`src/rtl/link_ctrl_pkg.sv`:
```
package link_ctrl_pkg;
  localparam int unsigned REG_W = 32;

  localparam int unsigned B_ACCEL  = 24;
  localparam int unsigned B_CONCAT = 23;
  localparam int unsigned B_IDLE   = 22;
  localparam int unsigned B_TXRST  = 21;
  localparam int unsigned B_RXRST  = 20;
  localparam int unsigned B_CONT   = 19;
  localparam int unsigned B_BUSN   = 15;
  localparam int unsigned B_HOLD   = 14;
  localparam int unsigned B_CM     = 11;
  localparam int unsigned B_CTLDIS = 10;
  localparam int unsigned B_TMR    = 9;
  localparam int unsigned B_SIDCLR = 8;

  localparam logic [REG_W-1:0] PLAIN_MASK =
      (32'd1 << B_CONCAT) | (32'd1 << B_IDLE) | (32'd1 << B_CONT) |
      (32'd1 << B_BUSN)   | (32'd1 << B_HOLD) | (32'd1 << B_CTLDIS) |
      (32'd1 << B_TMR);
  localparam logic [REG_W-1:0] RST_VAL  = (32'd1 << B_IDLE) | (32'd1 << B_CONT);
  localparam logic [REG_W-1:0] READ_MASK = PLAIN_MASK | (32'd1 << B_ACCEL) | (32'd1 << B_CM);

  // strobe vector positions
  localparam int unsigned S_TX  = 0;
  localparam int unsigned S_RX  = 1;
  localparam int unsigned S_SID = 2;
  localparam int unsigned S_BNR = 3;
  localparam int unsigned N_STB = 4;
endpackage

```
`src/rtl/lcr_rw_bits.sv`:
```
module lcr_rw_bits #(
  parameter int unsigned W = 32,
  parameter logic [W-1:0] MASK = '0,
  parameter logic [W-1:0] RSTV = '0
) (
  input  logic         clk_i,
  input  logic         rst_ni,
  input  logic         wr_i,
  input  logic [W-1:0] wdata_i,
  output logic [W-1:0] q_o
);
  for (genvar i = 0; i < W; i++) begin : g_bit
    if (MASK[i]) begin : g_ff
      always_ff @(posedge clk_i or negedge rst_ni) begin
        if (!rst_ni)   q_o[i] <= RSTV[i];
        else if (wr_i) q_o[i] <= wdata_i[i];
      end
    end else begin : g_zero
      assign q_o[i] = 1'b0;
    end
  end

  logic unused_wd;
  assign unused_wd = ^(wdata_i & ~MASK);
endmodule

```
`src/rtl/lcr_guarded_bits.sv`:
```
module lcr_guarded_bits (
  input  logic clk_i,
  input  logic rst_ni,
  input  logic wr_i,
  input  logic wd_accel_i,
  input  logic wd_cm_i,
  input  logic tx_en_i,
  input  logic rx_en_i,
  input  logic cm_auto_i,
  input  logic cyc_too_long_i,
  input  logic ctl_dis_i,
  output logic accel_q_o,
  output logic cm_q_o
);
  logic accel_lock, cm_hw_clr;
  assign accel_lock = tx_en_i & rx_en_i & wd_accel_i;
  assign cm_hw_clr  = cyc_too_long_i & ~ctl_dis_i;

  always_ff @(posedge clk_i or negedge rst_ni) begin
    if (!rst_ni)                 accel_q_o <= 1'b0;
    else if (wr_i && !accel_lock) accel_q_o <= wd_accel_i;
  end

  // hardware clear has priority over a software write
  always_ff @(posedge clk_i or negedge rst_ni) begin
    if (!rst_ni)                   cm_q_o <= 1'b0;
    else if (cm_hw_clr)            cm_q_o <= 1'b0;
    else if (wr_i && !cm_auto_i)   cm_q_o <= wd_cm_i;
  end
endmodule

```
`src/rtl/lcr_strobes.sv`:
```
module lcr_strobes #(
  parameter int unsigned N = 4
) (
  input  logic         clk_i,
  input  logic         rst_ni,
  input  logic [N-1:0] trig_i,
  output logic [N-1:0] pulse_o
);
  for (genvar i = 0; i < N; i++) begin : g_stb
    always_ff @(posedge clk_i or negedge rst_ni) begin
      if (!rst_ni) pulse_o[i] <= 1'b0;
      else         pulse_o[i] <= trig_i[i];
    end
  end
endmodule

```
`src/rtl/link_ctrl_reg.sv`:
```
module link_ctrl_reg
  import link_ctrl_pkg::*;
#(
  parameter int unsigned ADDR_W = 12,
  parameter logic [ADDR_W-1:0] REG_ADDR = 12'h010
) (
  input  logic              clk_i,
  input  logic              rst_ni,
  input  logic [ADDR_W-1:0] addr_i,
  input  logic              we_i,
  input  logic [31:0]       wdata_i,
  output logic [31:0]       rdata_o,
  input  logic              tx_en_i,
  input  logic              rx_en_i,
  input  logic              cyc_too_long_i,
  input  logic              bus_reset_i,
  input  logic              cm_auto_i,
  output logic              accel_en_o,
  output logic              concat_en_o,
  output logic              idle_insert_o,
  output logic              contender_o,
  output logic              bus_num_rst_en_o,
  output logic              long_hold_o,
  output logic              cyc_master_o,
  output logic              cyc_too_long_dis_o,
  output logic              cyc_timer_en_o,
  output logic              tx_reset_o,
  output logic              rx_reset_o,
  output logic              selfid_clr_o,
  output logic              bus_num_rst_o
);
  logic             hit, wr;
  logic [REG_W-1:0] plain_q, image;
  logic             accel_q, cm_q;
  logic [N_STB-1:0] trig, pulse;

  assign hit = (addr_i == REG_ADDR);
  assign wr  = we_i & hit;

  lcr_rw_bits #(.W(REG_W), .MASK(PLAIN_MASK), .RSTV(RST_VAL)) u_plain (
    .clk_i, .rst_ni, .wr_i(wr), .wdata_i, .q_o(plain_q)
  );

  lcr_guarded_bits u_guard (
    .clk_i, .rst_ni,
    .wr_i          (wr),
    .wd_accel_i    (wdata_i[B_ACCEL]),
    .wd_cm_i       (wdata_i[B_CM]),
    .tx_en_i, .rx_en_i, .cm_auto_i, .cyc_too_long_i,
    .ctl_dis_i     (plain_q[B_CTLDIS]),
    .accel_q_o     (accel_q),
    .cm_q_o        (cm_q)
  );

  always_comb begin
    trig        = '0;
    trig[S_TX]  = wr & wdata_i[B_TXRST];
    trig[S_RX]  = wr & wdata_i[B_RXRST];
    trig[S_SID] = wr & wdata_i[B_SIDCLR];
    trig[S_BNR] = bus_reset_i & plain_q[B_BUSN];
  end

  lcr_strobes #(.N(N_STB)) u_stb (.clk_i, .rst_ni, .trig_i(trig), .pulse_o(pulse));

  always_comb begin
    image          = plain_q;
    image[B_ACCEL] = accel_q;
    image[B_CM]    = cm_q;
  end
  assign rdata_o = hit ? image : '0;

  assign accel_en_o         = accel_q;
  assign concat_en_o        = plain_q[B_CONCAT];
  assign idle_insert_o      = plain_q[B_IDLE];
  assign contender_o        = plain_q[B_CONT];
  assign bus_num_rst_en_o   = plain_q[B_BUSN];
  assign long_hold_o        = plain_q[B_HOLD];
  assign cyc_master_o       = cm_q;
  assign cyc_too_long_dis_o = plain_q[B_CTLDIS];
  assign cyc_timer_en_o     = plain_q[B_TMR];
  assign tx_reset_o         = pulse[S_TX];
  assign rx_reset_o         = pulse[S_RX];
  assign selfid_clr_o       = pulse[S_SID];
  assign bus_num_rst_o      = pulse[S_BNR];
endmodule

```
`config.mk`:
```
export PLATFORM = sky130hd
export DESIGN_NAME = link_ctrl_reg
export DESIGN_NICKNAME = d
export VERILOG_FILES = /design/src/rtl/link_ctrl_pkg.sv /design/src/rtl/lcr_rw_bits.sv /design/src/rtl/lcr_guarded_bits.sv /design/src/rtl/lcr_strobes.sv /design/src/rtl/link_ctrl_reg.sv
export SDC_FILE = /design/constraint.sdc
export NUM_CORES = 1
export LEC_CHECK = 0
export ABC_AREA = 1
export BUFFER_PORTS_ARGS = -buffer_cell sky130_fd_sc_hd__clkbuf_2
export CAP_MARGIN = 20
export CORE_UTILIZATION = 37
export DETAILED_ROUTE_END_ITERATION = 10
export PLACE_DENSITY = 0.8
export SYNTH_ARGS = -nofsm -noshare
export SYNTH_HDL_FRONTEND = slang
export SYNTH_HIERARCHICAL = 1
export SYNTH_SLANG_ARGS = --single-unit
export TNS_END_PERCENT = 20
```
`constraint.sdc`:
```
create_clock -name clk_i -period 1 [get_ports clk_i]
set_input_delay 0.05 -clock clk_i [delete_from_list [all_inputs] [get_ports clk_i]]
set_output_delay 0.05 -clock clk_i [all_outputs]
set_load 0.1 [all_outputs]
```
==> results.rst, run 1 <==
.. list-table::
   :header-rows: 1

   * - Metric
     - Value
   * - Type of element launching the critical path
     - flop
   * - Worst setup margin
     - -267.1 ps
   * - Number of standard cells in the layout, taps in and fillers out
     - 264
   * - Worst min-delay path category
     - in -> reg
   * - Static power due to leakage
     - a little under 0.9 nW
   * - Placed Cells incl. Taps
     - 249
   * - Shortest clock period the worst path allows after layout
     - 1267 ps
   * - Terminus of the critical flop-to-flop path
     - u_plain/q_o[22]
   * - ANT cells
     - 0
   * - Number of cells on the worst hold path
     - 3
   * - Worst slew margin relative to its limit
     - -16.83%
   * - Hold Crit Endpoint
     - u_guard/cm_q_o
   * - Start point of the worst hold path
     - wdata_i[11]
   * - Final setup vio count
     - 12
   * - Outcome
     - complete, but fails checks
   * - Critical path peak fanout
     - 3
   * - Number of levels the H-tree was split into
     - 1
   * - Final clock skew
     - 9.432 ps
   * - Final-report max-slew violation count
     - 14
   * - Std cell rows
     - 19
   * - Core area
     - 2734 µm²
   * - Maximum achievable frequency
     - 789.2 MHz
   * - WHS
     - -1.545 ps
   * - Beginning of the worst register-to-register path
     - u_plain/q_o[22]
   * - Share of total power in sequential cells
     - 51.3%
   * - Full die area
     - 3096 µm²
   * - Global placement routability congestion
     - 0.7378
   * - CTS clk-pin slew, worst paths
     - 80 ps
   * - Post-CTS repair timing setup buffer count
     - 0
   * - Final number of hold-violating endpoints
     - 1
   * - Met3 usage
     - 4.186%
   * - Chip height
     - about 56 µm
   * - Initial Utilization
     - 38.95%
   * - Most used routing layer in global routing
     - met2
   * - Cell area after placement
     - 1695 µm²
   * - Warnings, synthesis
     - 6
   * - Max-capacitance violation count
     - 0
   * - Post-Syn Instances
     - 163
   * - First-pass GRT wire length
     - 4.257 mm
   * - DPL Wire Length
     - 1.902 mm
   * - Count of input and output buffers
     - 53
   * - Overflow left after global routing
     - 0
   * - Syn avg cell area
     - approximately 6.5 µm²
   * - Fraction of layout instances using a drive strength above 1
     - 45.49%
   * - Vias/cell
     - 3.902
   * - Slew at the pin with the worst max-slew slack
     - 1746 ps
   * - Depth of the worst register-to-register path
     - 3
   * - Detail-routed net length per standard cell
     - 9.648 µm
   * - Critical path data required time
     - between 900 and 1000 ps
   * - Violations in the final reports
     - negative hold slack, max-slew violations, negative setup slack
   * - Share of total power in the clock network
     - 31.3%
   * - Post-detailed-route count of antenna-violating nets
     - 0
   * - Power per unit of standard cell area
     - 559.2 nW/µm²
   * - Post-Syn Area
     - 1065 µm²
   * - Unrepaired setup endpoints after global routing
     - yes
   * - Crit path kind
     - reg -> out
   * - CTS tree
     - done
   * - Final standard cell area without fillers
     - 1846 µm²
   * - CTS Sinks
     - 13
   * - Drt total wl
     - 2.547 mm
   * - Internal power consumption
     - a little under 800 µW
   * - Total Neg Setup Slack
     - -1571 ps
   * - Share of power burned in combinational logic
     - 17.4%
   * - Final net count
     - 286
   * - Register-to-register setup slack
     - 110 ps
   * - Insertion delay of the later-clocked pin in the worst-skew pair
     - 270 ps
   * - Number of clock buffers inserted by TritonCTS
     - 3
   * - Post-route DRC
     - 0
   * - CP arrival
     - approximately 1200 ps
   * - Total via count after detailed routing
     - a little over 1000
   * - Maximum root-to-sink buffer count
     - 2
   * - All-Layer GR Usage
     - 17.57%
   * - Largest net degree at the start of global routing
     - 17
   * - First drt pass iteration count
     - 4
   * - Switching power total
     - 257.5 µW
   * - Die Wd
     - 55.65 µm
   * - Switching share of power
     - about 25%
   * - Antenna violations before repair
     - 0
   * - I/O pin count
     - 97
   * - Layout Area Growth over Synthesis
     - 73.33%
   * - Via count of the first global-routing pass
     - 991
   * - Endpoint kind of the worst setup timing path
     - primary output
   * - DRC violation total after the first TritonRoute iteration
     - 12
   * - Global Route met1 Usage
     - 18.25%
   * - Buffer cell driving the clock tree root
     - sky130_fd_sc_hd__clkbuf_4
   * - Met2 usage in global routing
     - between 30% and 40%
   * - Period utilisation layout
     - 126.7%
   * - Peak supply drop
     - 0.0009453 V
==> state kept, by name, indices dropped and copies added (netlist names) <==
register,flops
u_guard/cm_q_o,1
u_plain/q_o,7
u_stb/pulse_o,4
u_guard/accel_q_o,1
==> per-stage QoR <==
stage | setup slack, ps | power (mW) | utilization, %
after detailed placement | -176.6 | 0.6791 | 62.01
after global placement | -116.6 | 0.6762 | 62.01
final | -267.1 | 1.032 | 67.51
after global routing | -304.8 | 1.082 | 67.51
after CTS | -278.8 | 1.029 | 67.51
after floorplan | -375.7 | 0.6635 | -
==> metal layers <==
metal  wire length (µm)  share of wire (%)  vias up
met1                958                 38      448
met3                162                6.4        2
met4                 17               0.67        0
li1                   -                  -      539
met2               1409                 55       41
met5                  0                  0        -
==> worst max-delay path, stage by stage, from the launching register on <==
cell and delay [ps]:
sky130_fd_sc_hd__dfstp_4 630, sky130_fd_sc_hd__inv_2 40, sky130_fd_sc_hd__nor2_4 100, sky130_fd_sc_hd__buf_12 180
==> timing repair <==
action / 4_1_cts / 5_1_grt
hold endpoints to repair: 23 / 0
resized for setup: 8 / 1
hold buffers: 11 / 0
endpoints found under the setup margin: 13 / 22
pin swaps: 2 / 3
==> layout make-up <==
| class | count | area, µm² |
|---|---|---|
| clock buffers | 4 | 26.28 |
| fillers | 223 | 888.4 |
| inverters | 43 | 161.4 |
| multi-input cells | 102 | 508.0 |
| flip-flops and latches | 13 | 349.1 |
| well taps | 31 | 38.79 |
| repair buffers | 71 | 762.0 |
==> power by group through the flow <==
stage          Clock, mW  Sequential, mW  Combinational, mW
5_1_grt            0.351           0.530              0.202
3_5_place_dp           0           0.540              0.140
3_3_place_gp           0           0.539              0.137
2_1_floorplan          0           0.550              0.113
6_report           0.323           0.529              0.180
4_1_cts            0.325           0.529              0.175
==> layout by cell type, fill, tap and decap left out, drive strengths merged, types with 2 or more instances in the layout <==
cell and instances:
inv 43, nand3 3, nand2 30, dfstp 2
clkbuf 35, buf 29, conb 23, dfrtp 11
dlygate4sd3 11, nor2 44
==> how the worst max path moves through the flow <==
| stage | to | slack (ps) | from |
|---|---|---|---|
| CTS | rdata_o[19] | -280 | u_plain/q_o[19] |
| global route | rdata_o[22] | -300 | u_plain/q_o[22] |
| global placement | u_plain/q_o[23] | -120 | addr_i[9] |
| finish | rdata_o[19] | -270 | u_plain/q_o[19] |
| detailed placement | u_plain/q_o[10] | -180 | addr_i[7] |
| floorplan | rdata_o[19] | -380 | u_plain/q_o[19] |
Power figures use the tool's default switching activity.
==> run 2: changes to the inputs <==
- CORE_UTILIZATION: 37 -> 40
- PLACE_DENSITY: 0.8 -> 0.85
- clock period: 1 -> 1.5 ns (I/O delays scaled with it)
==> run 2 against run 1 <==
The flow finishes with violations (max-slew violations). Worst setup slack improved by 420 ps. Largest cell class unchanged. Largest power group unchanged. Sequential power decreased by 33%. Register-to-register slack improved by 610 ps. Critical endpoint is now idle_insert_o. First-iteration DRC count decreased by 8.3%. Sequential share of layout area increased by 2.2 points. Clock power decreased by 33%. Highest routed layer unchanged. Via count decreased by 5.7%. Core utilization decreased by 5.1 points. Critical path type unchanged. Sequential cell count unchanged. Critical path depth decreased by 2. Clock skew decreased by 9.4 ps.
==> results.rst, run 2 (synthesis gave the netlist of run 1 again) <==
.. list-table::
   :header-rows: 1

   * - Metric
     - Value
   * - Core area
     - 2500 µm²
   * - Slew at the pin with the worst max-slew slack
     - between 1500 and 2000 ps
   * - Switching share of power
     - between 20% and 30%
   * - Cell with the largest stage delay on the worst path
     - sky130_fd_sc_hd__dfstp_2
   * - Placed Cells incl. Taps
     - 242
   * - Maximum achievable frequency
     - 739.9 MHz
   * - Worst slew margin relative to its limit
     - -15.97%
   * - Full die area
     - 2872 µm²
   * - First drt pass iteration count
     - 4
   * - Internal power consumption
     - 510.6 µW
   * - Final number of hold-violating endpoints
     - 0
   * - Outcome
     - complete, but fails checks
   * - Initial Utilization
     - around 43%
   * - Layout Area Growth over Synthesis
     - 46.53%
   * - Via count of the first global-routing pass
     - roughly 860
   * - ANT cells
     - 0
   * - Worst min-delay path category
     - in -> reg
   * - CTS clk-pin slew, worst paths
     - 80 ps
   * - Commonest cells after routing, fill and taps aside
     - sky130_fd_sc_hd__clkbuf_2, sky130_fd_sc_hd__inv_1, sky130_fd_sc_hd__nand2_1
   * - DRC violation total after the first TritonRoute iteration
     - 11
   * - Largest registers
     - u_plain/q_o (7), u_stb/pulse_o (4)
   * - Top reg by flops
     - u_plain/q_o
   * - Critical path data required time
     - 1420 ps
   * - Global placement routability congestion
     - 0.6564
   * - Slowest cell delay on critical path
     - 550 ps
   * - Number of levels the H-tree was split into
     - 1
   * - Chip height
     - 53.60 µm
   * - Share of power burned in combinational logic
     - 16.2%
   * - I/O pin count
     - a little under 100
   * - First-pass GRT wire length
     - 3.215 mm
   * - Antenna violations before repair
     - 0
   * - Switching power total
     - 166.8 µW
   * - Max-capacitance violation count
     - 0
   * - Largest delay share family, worst path
     - flip-flops
   * - Peak supply drop
     - ~0.00043 V
   * - Die Wd
     - 53.60 µm
   * - Number of standard cells in the layout, taps in and fillers out
     - 256
   * - Period utilisation layout
     - 90.10%
   * - Post-detailed-route count of antenna-violating nets
     - 0
   * - Insertion delay of the later-clocked pin in the worst-skew pair
     - 270 ps
   * - Buffer cell driving the clock tree root
     - sky130_fd_sc_hd__clkbuf_4
   * - Vias/cell
     - 3.793
   * - Cell area after placement
     - approximately 1400 µm²
   * - Drt total wl
     - around 2.1 mm
   * - Detail-routed net length per standard cell
     - 8.145 µm
   * - Fraction of layout instances using a drive strength above 1
     - 36.73%
   * - Most frequent standard cell in the layout excluding fill and tap cells
     - sky130_fd_sc_hd__clkbuf_2
   * - Final net count
     - approximately 280
   * - WHS
     - 14.02 ps
   * - CTS tree
     - done
   * - DPL Wire Length
     - 1.670 mm
   * - Endpoint kind of the worst setup timing path
     - primary output
   * - Final setup vio count
     - 0
   * - Overflow left after global routing
     - 0
   * - Final-report max-slew violation count
     - 14
   * - Final clock skew
     - 0.08077 ps
   * - Final Power
     - 677.4 µW
   * - Share of total power in the clock network
     - 31.7%
   * - Max FFs per register
     - 7
   * - Count of input and output buffers
     - 53
   * - Total via count after detailed routing
     - 971
   * - Largest net degree at the start of global routing
     - 33
   * - Static power due to leakage
     - 0.8158 nW
   * - Crit path kind
     - reg -> out
   * - Critical path buffers and inverters
     - 1
   * - Std cell rows
     - 18
   * - Post-route DRC
     - 0
   * - CP arrival
     - ~1300 ps
   * - Post-CTS repair timing setup buffer count
     - 0
   * - Power per unit of standard cell area
     - 434.2 nW/µm²
   * - Share of total power in sequential cells
     - 52.0%
   * - Type of element launching the critical path
     - flop
   * - CTS Sinks
     - 13
   * - Critical path peak fanout
     - 3
   * - Final-layout fill cell count
     - about 240
   * - Shortest clock period the worst path allows after layout
     - between 1000 and 1500 ps
   * - Violations in the final reports
     - max-slew violations
   * - Cells along the critical path
     - clkbuf_2
   * - Number of clock buffers inserted by TritonCTS
     - 3
   * - Unrepaired setup endpoints after global routing
     - no
   * - Total Neg Setup Slack
     - 0 ps
   * - Maximum root-to-sink buffer count
     - 2
   * - Final standard cell area without fillers
     - ~1600 µm²
   * - All-Layer GR Usage
     - 15.88%
## run 2: cell types whose count changed in the layout (fill, tap and decap cells not counted), sizes merged
cell and change:
buf -19, clkbuf +13, dlygate4sd3 -1
## run 2: per-stage QoR
stage	setup WS, ps	utilization, %
detailed placement	213.7	57.36
global placement	214.7	57.36
floorplan	-221.2	-
CTS	132.3	62.01
finish	148.4	62.41
global route	105.0	62.41
## run 2: area by class of cell
| class | instances | area, µm² | area share (%) |
|---|---|---|---|
| Sequential cell | 13 | 329.1 | 21.09 |
| Clock buffer | 4 | 26.28 | 1.684 |
| Inverter | 43 | 161.4 | 10.34 |
| Timing Repair Buffer | 64 | 508.0 | 32.56 |
| Multi-Input combinational cell | 102 | 498.0 | 31.92 |
| Tap cell | 30 | 37.54 | 2.406 |
## run 2: metal layers
layer	track usage, %	wire [µm]	vias to the layer above
li1	-	-	529
met1	15.06	783	398
met2	32.29	1150	42
met3	3.107	140	2
met4	6.579	12	0
met5	0	0	-
## run 2: worst paths after layout
kind	start	endpoint	slack [ps]	depth (start not counted)
worst max-delay path	u_plain/q_o[22]	idle_insert_o	150	1
worst min-delay path	wdata_i[23]	u_plain/q_o[23]	10	3
worst max register to register	u_plain/q_o[10]	u_guard/cm_q_o	720	4
worst min register to register	u_plain/q_o[19]	u_plain/q_o[19]	480	2
max in group asynchronous	rst_ni	u_plain/q_o[22]	990	2
min in group asynchronous	rst_ni	u_plain/q_o[14]	220	2
## run 2: power by group through the flow
stage | sequential, mW | combinational (mW) | clock, mW
2_1_floorplan | 0.367 | 0.0756 | 0
3_3_place_gp | 0.359 | 0.0856 | 0
3_5_place_dp | 0.359 | 0.0886 | 0
4_1_cts | 0.352 | 0.107 | 0.226
5_1_grt | 0.353 | 0.127 | 0.240
6_report | 0.352 | 0.110 | 0.215
## run 2: what timing repair did
| item | 4_1_cts | 5_1_grt |
|---|---|---|
| hold endpoints to repair | 21 | 1 |
| hold buffers | 9 | 1 |
| resized for setup | 0 | 0 |
